[src/rtl/flash_csr_pkg.sv]
package flash_csr_pkg;
  localparam int DATA_W   = 8;
  localparam int BIT_RDY  = 0;
  localparam int BIT_BOOT = 1;
  localparam int BIT_HWWP = 2;
  localparam int BIT_SWWP = 3;
  localparam int BIT_MAP  = 4;

  function automatic logic wr_allowed(input logic sw_wp, input logic hw_wp);
    return !sw_wp && !hw_wp;
  endfunction

  function automatic logic remap_sel(input logic boot_b, input logic map_sel);
    return boot_b && !map_sel;
  endfunction

  function automatic logic [DATA_W-1:0] pack_status(input logic rdy, input logic boot_b,
                                                    input logic hw_wp, input logic sw_wp,
                                                    input logic map_sel);
    logic [DATA_W-1:0] v;
    v = '0;
    v[BIT_RDY]  = rdy;
    v[BIT_BOOT] = boot_b;
    v[BIT_HWWP] = hw_wp;
    v[BIT_SWWP] = sw_wp;
    v[BIT_MAP]  = map_sel;
    return v;
  endfunction
endpackage

[src/rtl/flash_csr_sync.sv]
module flash_csr_sync #(
  parameter int W      = 3,
  parameter int STAGES = 2
) (
  input  logic         clk,
  input  logic         rst_n,
  input  logic [W-1:0] d_in,
  output logic [W-1:0] d_out
);
  logic [W-1:0] chain [STAGES];

  always_ff @(posedge clk or negedge rst_n) begin
    if (!rst_n) chain[0] <= '0;
    else        chain[0] <= d_in;
  end

  for (genvar s = 1; s < STAGES; s++) begin : g_stage
    always_ff @(posedge clk or negedge rst_n) begin
      if (!rst_n) chain[s] <= '0;
      else        chain[s] <= chain[s-1];
    end
  end

  assign d_out = chain[STAGES-1];
endmodule

[src/rtl/flash_csr_regs.sv]
module flash_csr_regs
  import flash_csr_pkg::*;
#(
  parameter int OFF_W   = 2,
  parameter int CSR_OFF = 3
) (
  input  logic              clk,
  input  logic              rst_n,
  input  logic              bus_cs,
  input  logic              bus_we,
  input  logic [OFF_W-1:0]  bus_off,
  input  logic [DATA_W-1:0] bus_wdata,
  output logic [DATA_W-1:0] bus_rdata,
  input  logic              rdy_s,
  input  logic              boot_s,
  input  logic              hwwp_s,
  output logic              sw_wp,
  output logic              map_sel
);
  logic hit, csr_wr, csr_rd, other_rd;
  assign hit      = bus_cs && (bus_off == OFF_W'(CSR_OFF));
  assign csr_wr   = hit && bus_we;
  assign csr_rd   = hit && !bus_we;
  assign other_rd = bus_cs && !bus_we && !hit;

  always_ff @(posedge clk or negedge rst_n) begin
    if (!rst_n) begin
      sw_wp   <= 1'b1;
      map_sel <= 1'b0;
    end else if (csr_wr) begin
      sw_wp   <= bus_wdata[BIT_SWWP];
      map_sel <= bus_wdata[BIT_MAP];
    end
  end

  always_ff @(posedge clk or negedge rst_n) begin
    if (!rst_n)        bus_rdata <= '0;
    else if (csr_rd)   bus_rdata <= pack_status(rdy_s, boot_s, hwwp_s, sw_wp, map_sel);
    else if (other_rd) bus_rdata <= '0;
  end

  assert_rsvd_zero_R4: assert property (@(posedge clk) disable iff (!rst_n)
    bus_rdata[DATA_W-1:BIT_MAP+1] == '0);
  assert_map_write_R4: assert property (@(posedge clk) disable iff (!rst_n)
    csr_wr |=> (map_sel == $past(bus_wdata[BIT_MAP])) && (sw_wp == $past(bus_wdata[BIT_SWWP])));
  assert_other_zero_R8: assert property (@(posedge clk) disable iff (!rst_n)
    other_rd |=> bus_rdata == '0);
  assert_hold_R8: assert property (@(posedge clk) disable iff (!rst_n)
    !csr_wr |=> $stable(map_sel) && $stable(sw_wp));
endmodule

[src/rtl/flash_csr_gate.sv]
module flash_csr_gate
  import flash_csr_pkg::*;
(
  input  logic clk,
  input  logic rst_n,
  input  logic flash_we_req,
  input  logic sw_wp,
  input  logic hwwp_s,
  input  logic boot_s,
  input  logic map_sel,
  output logic flash_we_out,
  output logic boot_remap,
  output logic wr_violation
);
  logic allow, drop_evt;
  assign allow        = wr_allowed(sw_wp, hwwp_s);
  assign flash_we_out = flash_we_req && allow;
  assign drop_evt     = flash_we_req && !allow;
  assign boot_remap   = remap_sel(boot_s, map_sel);

  always_ff @(posedge clk or negedge rst_n) begin
    if (!rst_n)        wr_violation <= 1'b0;
    else if (drop_evt) wr_violation <= 1'b1;
  end

  assert_blocked_R5: assert property (@(posedge clk) disable iff (!rst_n)
    (sw_wp || hwwp_s) |-> !flash_we_out);
  assert_sets_flag_R6: assert property (@(posedge clk) disable iff (!rst_n)
    (flash_we_req && !flash_we_out) |=> wr_violation);
  assert_sticky_R6: assert property (@(posedge clk) disable iff (!rst_n)
    wr_violation |=> wr_violation);
  assert_override_R7: assert property (@(posedge clk) disable iff (!rst_n)
    map_sel |-> !boot_remap);
endmodule

[src/rtl/flash_csr_ctrl.sv]
module flash_csr_ctrl
  import flash_csr_pkg::*;
#(
  parameter int NUM_DEV     = 2,
  parameter int OFF_W       = 2,
  parameter int CSR_OFF     = 3,
  parameter int SYNC_STAGES = 2
) (
  input  logic               clk,
  input  logic               rst_n,
  input  logic               bus_cs,
  input  logic               bus_we,
  input  logic [OFF_W-1:0]   bus_off,
  input  logic [DATA_W-1:0]  bus_wdata,
  output logic [DATA_W-1:0]  bus_rdata,
  input  logic [NUM_DEV-1:0] dev_rdy,
  input  logic               sw_boot_b,
  input  logic               sw_hw_wp,
  input  logic               flash_we_req,
  output logic               flash_we_out,
  output logic               boot_remap,
  output logic               wr_violation
);
  localparam int SYNC_W = 3;
  logic             bank_rdy;
  logic [SYNC_W-1:0] raw_in, syn_out;
  logic rdy_s, boot_s, hwwp_s, sw_wp, map_sel;

  assign bank_rdy = &dev_rdy;
  assign raw_in   = {sw_hw_wp, sw_boot_b, bank_rdy};

  flash_csr_sync #(.W(SYNC_W), .STAGES(SYNC_STAGES)) u_sync (
    .clk(clk), .rst_n(rst_n), .d_in(raw_in), .d_out(syn_out));

  assign rdy_s  = syn_out[0];
  assign boot_s = syn_out[1];
  assign hwwp_s = syn_out[2];

  flash_csr_regs #(.OFF_W(OFF_W), .CSR_OFF(CSR_OFF)) u_regs (
    .clk(clk), .rst_n(rst_n), .bus_cs(bus_cs), .bus_we(bus_we), .bus_off(bus_off),
    .bus_wdata(bus_wdata), .bus_rdata(bus_rdata), .rdy_s(rdy_s), .boot_s(boot_s),
    .hwwp_s(hwwp_s), .sw_wp(sw_wp), .map_sel(map_sel));

  flash_csr_gate u_gate (
    .clk(clk), .rst_n(rst_n), .flash_we_req(flash_we_req), .sw_wp(sw_wp),
    .hwwp_s(hwwp_s), .boot_s(boot_s), .map_sel(map_sel), .flash_we_out(flash_we_out),
    .boot_remap(boot_remap), .wr_violation(wr_violation));

  assert_reset_prot_R1: assert property (@(posedge clk) disable iff (!rst_n)
    $rose(rst_n) |-> !flash_we_out);
endmodule

[config.mk]
export PLATFORM = sky130hd
export DESIGN_NAME = flash_csr_ctrl
export DESIGN_NICKNAME = d
export VERILOG_FILES = /design/src/rtl/flash_csr_pkg.sv /design/src/rtl/flash_csr_sync.sv /design/src/rtl/flash_csr_regs.sv /design/src/rtl/flash_csr_gate.sv /design/src/rtl/flash_csr_ctrl.sv
export SDC_FILE = /design/constraint.sdc
export NUM_CORES = 1
export LEC_CHECK = 0
export BUFFER_PORTS_ARGS = -buffer_cell sky130_fd_sc_hd__buf_4
export CAP_MARGIN = 5
export CORE_AREA = 5 5 42 44
export DETAILED_ROUTE_END_ITERATION = 6
export DIE_AREA = 0 0 47 49
export PLACE_DENSITY = 0.74
export SLEW_MARGIN = 40
export SYNTH_ARGS = -nofsm -noshare
export SYNTH_HDL_FRONTEND = slang
export SYNTH_SLANG_ARGS = --single-unit
[constraint.sdc]
create_clock -name clk -period 1.75 [get_ports clk]
set_input_delay 0.175 -clock clk [delete_from_list [all_inputs] [get_ports clk]]
set_output_delay 0.175 -clock clk [all_outputs]
set_load 0.05 [all_outputs]
; ---- Word level (Yosys, flattened, before mapping)
; Cells that the tools add are included.
[op_classes]
eq_ne = 1
muxes = 2
n_reduce_logical = 17
[op_table]
columns = op, count
row1 = 2-to-1 mux 8 bit, 2
row2 = logical AND 1 bit, 9
row3 = logical NOT 1 bit, 6
row4 = "equality test 2 bit, second input constant", 1
row5 = AND reduction 2 bit, 1
row6 = nonzero test 2 bit, 1
[word_totals]
register_bits = 17
inputBits = 19
output_inout_bits = 11
wordCells = 26

; ---- Logic depth before layout (Yosys ltp)
; Gate-level depths: netlist (run 1).
[logic_depth]
word_depth = 6
depth_mapped = 2
ltp_nobuf = 2

; ---- By module
; A second synthesis (run 1) with hierarchy kept.
[unflattened]
hier_cells = 36
hier_area_um2 = 526.8
[modules_own_cells]
columns = mod, n_inst, cells_per_inst, area_each_um2, seq_area_each_um2
row1 = flash_csr_regs, 1, 21, 292.8, 176.4
row2 = flash_csr_sync, 1, 9, 172.7, 150.1
row3 = flash_csr_gate, 1, 5, 55.1, 25.0
row4 = flash_csr_ctrl, 1, 1, 6.3, 0.0

; ---- Worst setup path after synthesis (run 1)
; No wires, ideal clock.
[synth_path]
kind = register to output
startpoint = register u_sync.chain, in the netlist u_sync.d_out[2]
endpoint = output flash_we_out
t_arrival_ps = 1538
required_ps = 1575
setup_slack_ps = 37
stages_incl_launch_ff = 2
n_path_buf = 0
cell_sequence = dfrtp_1 -> nor3b_1
[synth_between]
elab_chain_cells = 3
[synth_rtl]
columns = item, line_no
row1 = start: declaration, flash_csr_sync.sv:10  ; logic [W-1:0] chain [STAGES];
row2 = start signal: indexed assignment, flash_csr_sync.sv:20  ; else chain[s] <= chain[s-1];
row3 = logical NOT 1 bit, flash_csr_pkg.sv:10  ; return !sw_wp && !hw_wp;
row4 = logical AND 1 bit, flash_csr_pkg.sv:10
row5 = logical AND 1 bit, flash_csr_gate.sv:17  ; assign flash_we_out = flash_we_req && allow;
row6 = end: declaration, flash_csr_ctrl.sv:20  ; output logic flash_we_out,
; Every way passes these cells.

; ---- Final worst setup path (run 1)
; Ends and elaborated chain as after synthesis.

==> results.py, run 1 <==
metrics = {
    "status": {
        "run_status": "completed",
    },
    "worst_hold_path": {
        "hp-class": "in -> reg",
    },
    "final_layout": {
        "diodes": 0,
        "multiInputGateArea_um2": 138,
        "drive_above_1_share_pct": 42.4,
        "fillerInstances": 144,
        "ff_latch_area_um2": 352,
        "final_nets": 79,
        "synthToLayoutAreaGrowth_pct": 41.9,
        "final_core_util_pct": 51.1,
    },
    "drt": {
        "vias": 351,
        "drt_wl_total_um": 935,
        "dr.pass1.iters": 4,
        "drc": 0,
        "via_per_inst": 4.68,
        "drtIter0Drc": 3,
        "antenna_left": 0,
        "post_drt_wl_per_cell_um": 12.5,
    },
    "setup_path": {
        "slowest_delay_ps": 400,
        "cp_max_fo": 3,
        "required_ps": 1570,
        "start_kind": "flip-flop",
        "r2r-end": "u_regs.map_sel",
        "crit_path_end": "flash_we_out",
        "worst-r2r-cell-count": 1,
        "cp_cell_sequence": "nor3b_1, buf_4",
        "cp.arrival_ps": 1120,
        "crit_slowest_cell": "dfrtp_1",
        "regToRegSetupSlack_ps": 950,
        "crit_type": "reg -> out",
        "end_kind": "output pin",
        "timing.rr.start": "u_regs.map_sel",
        "worstSetupStartpoint": "u_sync.d_out[2]",
    },
    "synth": {
        "yosys_warnings": 0,
        "synth.avg_cell_area_um2": 15.3,
        "yosysSeqAreaShare_pct": 69.7,
        "synth_cell_type_count": 13,
        "syn-cell-area_um2": 504,
        "synth-seq-cells": 14,
        "syn_inst": 33,
    },
    "clock_tree": {
        "clkSinkCount": 14,
        "ctsLongestPathBuffers": 2,
        "clock_latency_ps": 280,
        "tritoncts": "done",
        "post-cts-setup-buffer-count": 0,
        "htreeDepth": 1,
        "clock-root-buffer": "clkbuf_4",
        "clkTransAtPathRegs_ps": 80,
        "numCtsBuffers": 3,
    },
    "die": {
        "core_um2": 1400,
        "row_count": 14,
        "num_io_pins": 30,
        "dieArea_um2": 2300,
        "start_util_pct": 36.0,
        "dieHeight_um": 49,
        "die_w_um": 47,
    },
    "grt": {
        "grt_pass1_vias": 381,
        "grt_pass1_wl_um": 1570,
        "antenna_found_initial": 0,
        "grt_max_degree": 15,
        "grt-ovfl-total": 0,
        "grt_util_all_layers_pct": 9.98,
    },
    "power": {
        "power_density_nw_per_um2": 987,
        "ir_drop_mv": 0.480,
        "p_leak_nw": 0.355,
    },
    "timing": {
        "min_period_ps": 1300,
        "min_period_over_period_pct": 74.3,
        "finalSetupViolations": 0,
        "slew_violations": 0,
        "grt_setup_unrepaired": "false",
        "max_freq_ghz": 0.769,
        "skew_ps": 4.14,
        "hold_viol": 0,
        "finalSetupTns_ps": 0,
    },
    "placement": {
        "numPortBuffers": 20,
        "gp_congestion": 0.668,
    },
    "run": {
        "maxCapViolCount": 0,
    },
}
cell usage after synthesis:
cell / number / area [um^2]
mux2_1: 2 / 22.5
dfstp_2: 1 / 26.3
nand4_2: 1 / 12.5
buf_4: 3 / 22.5
dfrtp_1: 13 / 325
nor3b_1: 1 / 7.51
and4b_1: 1 / 10.0
nor2b_1: 1 / 6.26
conb_1: 1 / 3.75
a22o_1: 5 / 43.8
and2_1: 1 / 6.26
nand2b_1: 2 / 12.5
o21ai_0: 1 / 5.00
registers in the layout, indices dropped and copies added (netlist names):
name / count
u_regs.sw_wp: 1
u_gate.wr_violation: 1
u_regs.bus_rdata: 5
u_regs.map_sel: 1
u_sync.chain: 3
u_sync.d_out: 3
layout make-up:
type	instances	share of cell area, %
Timing Repair Buffer	23	25.2
Clock buffer	4	3.67
Tap cell	16	2.80
Sequential cell	14	49.1
Multi-Input combinational cell	18	19.2
cell families after synthesis:
kind of cell / share of synthesized area (%)
AOI/OAI and AO/OA: 9.68
buffers and inverters: 4.47
DFF: 69.7
muxes: 4.47
other: 0.744
and+or+nand+nor: 10.9
cell usage in the layout, fill, tap and decap left out:
cell type,count
o21ai_0,1
conb_1,3
dfstp_2,1
nand4_2,1
clkbuf_1,1
nor2b_1,1
buf_4,20
dfrtp_1,13
and2_1,1
nor3b_1,1
nand2b_1,2
mux2_1,2
dlygate4sd3_1,3
and4b_1,1
clkbuf_4,3
a22o_1,5
per-stage QoR:
stage | power, mW | instance area, um^2 | cells | hold slack [ps] | worst slack [ps]
floorplan | 0.466 | 512 | 35 | -121 | 36.9
global placement | 0.517 | 659 | 68 | 27.5 | 772
detailed placement | 0.521 | 659 | 68 | 30.3 | 770
CTS | 0.717 | 716 | 75 | 93.9 | 440
global route | 0.745 | 716 | 75 | 97.3 | 390
finish | 0.706 | 716 | 75 | 100 | 450
repair_timing:
item,4_1_cts,5_1_grt
gates resized for setup,0,0
endpoints found under the hold margin,16,0
hold buffers,3,0
where the power goes:
part	internal (mW)	switching, mW
combinational	0.0557	0.0915
clock	0.0884	0.100
sequential	0.353	0.0170
total	0.497	0.209
critical path: cells and delay by family (launching register included):
kind | cells | cell delay (ps)
DFF | 1 | 400
buffers and inverters | 1 | 230
and+or+nand+nor | 1 | 220
worst min-delay path by stage:
stage | from | end | cells after the start
global route | dev_rdy[1] | u_sync.chain[3] | 2
finish | dev_rdy[1] | u_sync.chain[3] | 2
global placement | rst_n | u_sync.chain[5] | 1
floorplan | rst_n | u_gate.wr_violation | 0
CTS | dev_rdy[1] | u_sync.chain[3] | 2
detailed placement | rst_n | u_sync.chain[4] | 1
per-layer routing:
layer  vias up  GRT usage (%)  part of all wire [%]
met3         2           3.32                   8.2
met5         -              0                     0
li1        161              -                     -
met1       173           11.2                    36
met2        15           14.5                    53
met4         0           8.29                   1.8
No activity file was read; power rests on OpenSTA's default activity.
==> run 2: changes to the inputs <==
==> constraint.sdc (replaced) <==
create_clock -name clk -period 1.3 [get_ports clk]
set_input_delay 0.13 -clock clk [delete_from_list [all_inputs] [get_ports clk]]
set_output_delay 0.13 -clock clk [all_outputs]
set_load 0.05 [all_outputs]
==> run 2 against run 1 <==
  * Global-route usage decreased by 1.1 points
  * First-iteration DRC count decreased by 100%
  * Clock skew decreased by 3.3 ps
  * Register-to-register slack got worse by 460 ps
  * Sequential power increased by 35%
  * Count of clock-buffer cells in the layout unchanged
  * Die area unchanged
  * Wire length decreased by 5.1%
  * Final area increased by 2.1%
  * Via count decreased by 1.4%
  * Hold slack got worse by 39 ps
  * Critical endpoint unchanged
  * Largest power group unchanged
  * Highest routed layer unchanged
==> results.py, run 2 (same netlist as run 1, synthesis figures left out) <==
metrics = {
    "status": {
        "run_status": "completed",
    },
    "drt": {
        "vias": 346,
        "drc": 0,
        "post_drt_wl_per_cell_um": 11.8,
        "drtIter0Drc": 0,
        "dr.pass1.iters": 1,
        "antenna_left": 0,
        "drt_wl_total_um": 887,
        "via_per_inst": 4.61,
    },
    "run": {
        "maxCapViolCount": 0,
    },
    "grt": {
        "antenna_found_initial": 0,
        "grt_pass1_vias": 358,
        "grt_util_all_layers_pct": 8.89,
        "grt_pass1_wl_um": 1410,
        "grt-ovfl-total": 0,
        "grt_max_degree": 15,
    },
    "setup_path": {
        "cp_top_family": "flip-flops",
        "timing.rr.start": "u_regs.map_sel",
        "required_ps": 1170,
        "critPathBufInv": 1,
        "regToRegSetupSlack_ps": 490,
        "cp_cell_sequence": "nor3b_2, buf_4",
        "crit_slowest_cell": "dfrtp_1",
        "worst-r2r-cell-count": 1,
        "end_kind": "output pin",
        "start_kind": "flip-flop",
        "r2r-end": "u_regs.map_sel",
        "crit_type": "reg -> out",
        "cp.arrival_ps": 1090,
        "cp_max_fo": 3,
        "slowest_delay_ps": 400,
    },
    "worst_hold_path": {
        "hold_path.startpoint": "dev_rdy[1]",
        "hp-class": "in -> reg",
        "hold_depth": 2,
        "min_to": "u_sync.chain[3]",
    },
    "timing": {
        "finalSetupViolations": 0,
        "skew_ps": 0.861,
        "finalSetupTns_ps": 0,
        "hold_viol": 0,
        "min_period_over_period_pct": 94.2,
        "min_period_ps": 1220,
        "slew_violations": 0,
        "grt_setup_unrepaired": "false",
        "max_freq_ghz": 0.817,
    },
    "clock_tree": {
        "numCtsBuffers": 3,
        "clock_latency_ps": 270,
        "clock-root-buffer": "clkbuf_4",
        "post-cts-setup-buffer-count": 0,
        "cts_hold_buf": 3,
        "clkTransAtPathRegs_ps": 80,
        "ctsLongestPathBuffers": 2,
        "htreeDepth": 1,
        "ctsResizeCount": 0,
        "tritoncts": "done",
        "clkSinkCount": 14,
    },
    "die": {
        "die_w_um": 47,
        "start_util_pct": 36.0,
        "dieHeight_um": 49,
        "num_io_pins": 30,
        "row_count": 14,
        "dieArea_um2": 2300,
        "core_um2": 1400,
    },
    "placement": {
        "gp_congestion": 0.628,
        "placed_area_um2": 664,
        "numPortBuffers": 20,
    },
    "power": {
        "ir_drop_mv": 0.744,
        "p_leak_nw": 0.363,
        "power_density_nw_per_um2": 1370,
    },
    "final_layout": {
        "postLayoutCellArea_um2": 731,
        "synthToLayoutAreaGrowth_pct": 44.9,
        "regMostFlops": "u_regs.bus_rdata",
        "largest_register_ff_count": 5,
        "diodes": 0,
        "final_nets": 79,
        "final_cell_mix": "buf_4 (20), dfrtp_1 (13), a22o_1 (5)",
        "final_common_cell": "buf_4",
        "drive_above_1_share_pct": 45.8,
    },
}
[run 2: cell types whose count changed in the layout (fill, tap and decap cells not counted)]
cell | previous run | this run
clkbuf_1 | 1 | 0
clkbuf_8 | 0 | 1
nor3b_1 | 1 | 0
nor3b_2 | 0 | 1
[run 2: layout make-up]
type / count / area, um^2
Timing Repair Buffer: 23 / 180
Fill cell: 131 / 671
Clock buffer: 4 / 36.3
Multi-Input combinational cell: 18 / 143
Sequential cell: 14 / 352
Tap cell: 16 / 20.0
[run 2: worst max-delay path by stage]
stage                     cells after the start  slack (ps)       startpoint      endpoint
after global routing                          2          30  u_sync.d_out[2]  flash_we_out
final                                         2          80  u_sync.d_out[2]  flash_we_out
after global placement                        2         400     u_regs.sw_wp  flash_we_out
after detailed placement                      2         370  u_sync.d_out[2]  flash_we_out
after CTS                                     2          70  u_sync.d_out[2]  flash_we_out
after floorplan                               1         100   u_regs.map_sel    boot_remap
[run 2: report_power, final]
part	total, mW	internal (mW)	switching (mW)	leakage [nW]
combinational	0.199	0.0758	0.123	0.171
clock	0.302	0.170	0.132	0.0210
sequential	0.499	0.476	0.0233	0.172
[run 2: metrics by stage]
step | utilization (%) | total power, mW | hold WS, ps | cells | worst slack [ps]
after global routing | 52.1 | 1.04 | 59.9 | 75 | 33.1
after CTS | 52.1 | 1.01 | 58.3 | 75 | 65.5
after global placement | 47.4 | 0.697 | -17.4 | 68 | 400
after floorplan | - | 0.630 | -166 | 35 | 101
final | 52.1 | 1.00 | 61.2 | 75 | 75.8
after detailed placement | 47.4 | 0.704 | -13.5 | 68 | 371
[run 2: per-layer routing]
metal	GRT usage, %	part of all wire, %	vias to the layer above
li1	-	-	165
met1	8.84	36	161
met3	2.21	8.2	4
met2	14.7	53	16
met5	0	0	-
met4	6.91	3.0	0
==> run 3: changes to the inputs <==
--- a/config.mk
+++ b/config.mk
@@ -7,11 +7,12 @@
 export LEC_CHECK = 0
 export BUFFER_PORTS_ARGS = -buffer_cell sky130_fd_sc_hd__buf_4
 export CAP_MARGIN = 5
-export CORE_AREA = 5 5 42 44
+export CORE_MARGIN = 5
+export CORE_UTILIZATION = 40
 export DETAILED_ROUTE_END_ITERATION = 6
-export DIE_AREA = 0 0 47 49
-export PLACE_DENSITY = 0.74
+export PLACE_DENSITY = 0.77
 export SLEW_MARGIN = 40
 export SYNTH_ARGS = -nofsm -noshare
 export SYNTH_HDL_FRONTEND = slang
+export SYNTH_HIERARCHICAL = 1
 export SYNTH_SLANG_ARGS = --single-unit
==> run 3 against run 2 <==
  * Power down 0.62%
  * Sequential power about the same
  * Sequential share of layout area grew 0.42 points
==> results.py, run 3 <==
metrics = {
    "final_layout": {
        "synthToLayoutAreaGrowth_pct": 37.5,
        "fin_cells": 74,
        "fillerInstances": 120,
        "diodes": 0,
        "regMostFlops": "u_regs/bus_rdata",
        "drive_above_1_share_pct": 45.8,
        "largest_register_ff_count": 5,
        "final_nets": 79,
        "final_cell_mix": "buf_4 (20), dfrtp_1 (13), a22o_1 (5)",
        "final_common_cell": "buf_4",
    },
    "timing": {
        "finalSetupViolations": 0,
        "finalSetupTns_ps": 0,
        "min_period_over_period_pct": 92.8,
        "skew_ps": 0.401,
        "min_period_ps": 1210,
        "hold_viol": 0,
        "slew_violations": 0,
        "max_freq_ghz": 0.829,
        "grt_setup_unrepaired": "false",
    },
    "drt": {
        "vias": 344,
        "drt_wl_total_um": 871,
        "drtIter0Drc": 0,
        "antenna_left": 0,
        "dr.pass1.iters": 1,
        "via_per_inst": 4.65,
        "drc": 0,
        "post_drt_wl_per_cell_um": 11.8,
    },
    "setup_path": {
        "crit_slowest_cell": "dfrtp_1",
        "slowest_delay_ps": 410,
        "end_kind": "output pin",
        "regToRegSetupSlack_ps": 510,
        "cp_cell_sequence": "nor3b_2, buf_4",
        "cp.arrival_ps": 1080,
        "start_kind": "flip-flop",
        "required_ps": 1170,
        "cp_top_family": "flip-flops",
        "cp_max_fo": 3,
        "critPathBufInv": 1,
        "crit_type": "reg -> out",
    },
    "synth": {
        "synth_most_common_cell": "dfrtp_1",
        "synth_xor_area_share_pct": 0,
        "yosys_warnings": 6,
        "synth.avg_cell_area_um2": 14.6,
        "muxShareOfSynthArea_pct": 4.28,
        "yosys.area_share.adder_pct": 0,
        "syn_inst": 36,
        "synth_cell_type_count": 13,
        "synth_top_area_cell": "dfrtp_1",
        "yosysSeqAreaShare_pct": 66.7,
        "yosys-top-cells-count": "dfrtp_1 (13), buf_4 (6), a22o_1 (5)",
        "syn-cell-area_um2": 527,
        "synth-main-ff-cell": "dfrtp_1",
        "netlist_top_cells_area": "dfrtp_1 (62%), buf_4 (8.6%), a22o_1 (8.3%)",
        "synth-seq-cells": 14,
        "synth-edff-count": 0,
        "async_reset_ff_share_pct": 100,
        "netlist.area_leader.share_pct": 61.8,
        "synth_top_family_by_area": "simple AND/OR/NAND/NOR gates",
        "synth_compound_area_share_pct": 9.26,
        "synth-simple-area-share_pct": 10.5,
    },
    "clock_tree": {
        "clkSinkCount": 14,
        "htreeDepth": 1,
        "ctsLongestPathBuffers": 2,
        "ctsResizeCount": 0,
        "tritoncts": "done",
        "numCtsBuffers": 3,
        "clkTransAtPathRegs_ps": 80,
        "clock_latency_ps": 270,
        "clock-root-buffer": "clkbuf_4",
    },
    "run": {
        "maxCapViolCount": 0,
    },
    "grt": {
        "grt_util_all_layers_pct": 9.44,
        "grt_pass1_vias": 326,
        "grt_max_degree": 15,
        "grt-ovfl-total": 0,
        "grt_pass1_wl_um": 1320,
        "antenna_found_initial": 0,
    },
    "placement": {
        "numPortBuffers": 20,
        "place_inst": 67,
        "gp_congestion": 0.683,
    },
    "status": {
        "run_status": "completed",
    },
    "die": {
        "num_io_pins": 30,
        "row_count": 13,
        "die_w_um": 46.3,
        "dieArea_um2": 2140,
        "dieHeight_um": 46.3,
        "start_util_pct": 41.5,
        "core_um2": 1270,
    },
    "power": {
        "power_density_nw_per_um2": 1370,
        "finalPower_mw": 0.994,
        "p_leak_nw": 0.358,
        "ir_drop_mv": 0.576,
    },
    "worst_hold_path": {
        "hp-class": "in -> reg",
    },
}
## run 3: cell types whose count changed in the layout (fill, tap and decap cells not counted)
cell	before	now
nand4_2	1	0
and4b_1	1	0
and4b_2	0	1
o21ai_0	1	0
o21ai_1	0	1
nand4_1	0	1
## run 3: per-stage QoR
step	setup slack, ps	util (%)	hold WS (ps)	instance area (um^2)
2_1_floorplan	26.0	-	-166	534
3_3_place_gp	404	51.9	-19.9	658
3_5_place_dp	389	51.9	-16.0	658
4_1_cts	75.1	57.1	49.0	724
5_1_grt	28.3	57.1	47.4	724
6_report	93.0	57.1	62.0	724
## run 3: logic make-up (layout without fill, tap and decap cells)
group,count (synthesis),count (layout)
buf+inv,6,27
other cells,1,3
flops,14,14
compound gates,6,6
mux,2,2
simple gates,7,7
## run 3: what timing repair did
item	4_1_cts	5_1_grt
hold buffers	3	0
hold endpoints to repair	16	0
setup buffers	0	0
## run 3: worst paths after layout
check	depth (start not counted)	from	to
max in group asynchronous	2	rst_n	u_regs/sw_wp
min in group asynchronous	2	rst_n	u_regs/bus_rdata[2]
setup / recovery	2	u_sync/d_out[2]	flash_we_out
hold reg to reg	0	u_sync/chain[3]	u_sync/d_out[0]
setup reg to reg	1	u_regs/map_sel	u_regs/map_sel
hold / removal	2	dev_rdy[1]	u_sync/chain[3]
## run 3: final cells by class
cell class,count,area [um^2],share of cell area (%)
Clock buffer,4,36.3,5.01
Multi-Input combinational cell,18,138,19.0
Sequential cell,14,352,48.5
Tap cell,15,18.8,2.59
Timing Repair Buffer,23,180,24.9
## run 3: metal layers
metal,vias up,share of wire [%],global-route usage [%]
li1,161,-,-
met1,165,36,9.56
met2,16,52,14.8
met3,2,10,3.52
met4,0,1.4,8.52
met5,-,0,0
## run 3: power by group
group / internal, mW / total (mW) / switching [mW]
sequential: 0.476 / 0.498 / 0.0224
clock: 0.170 / 0.297 / 0.126
combinational: 0.0759 / 0.199 / 0.123
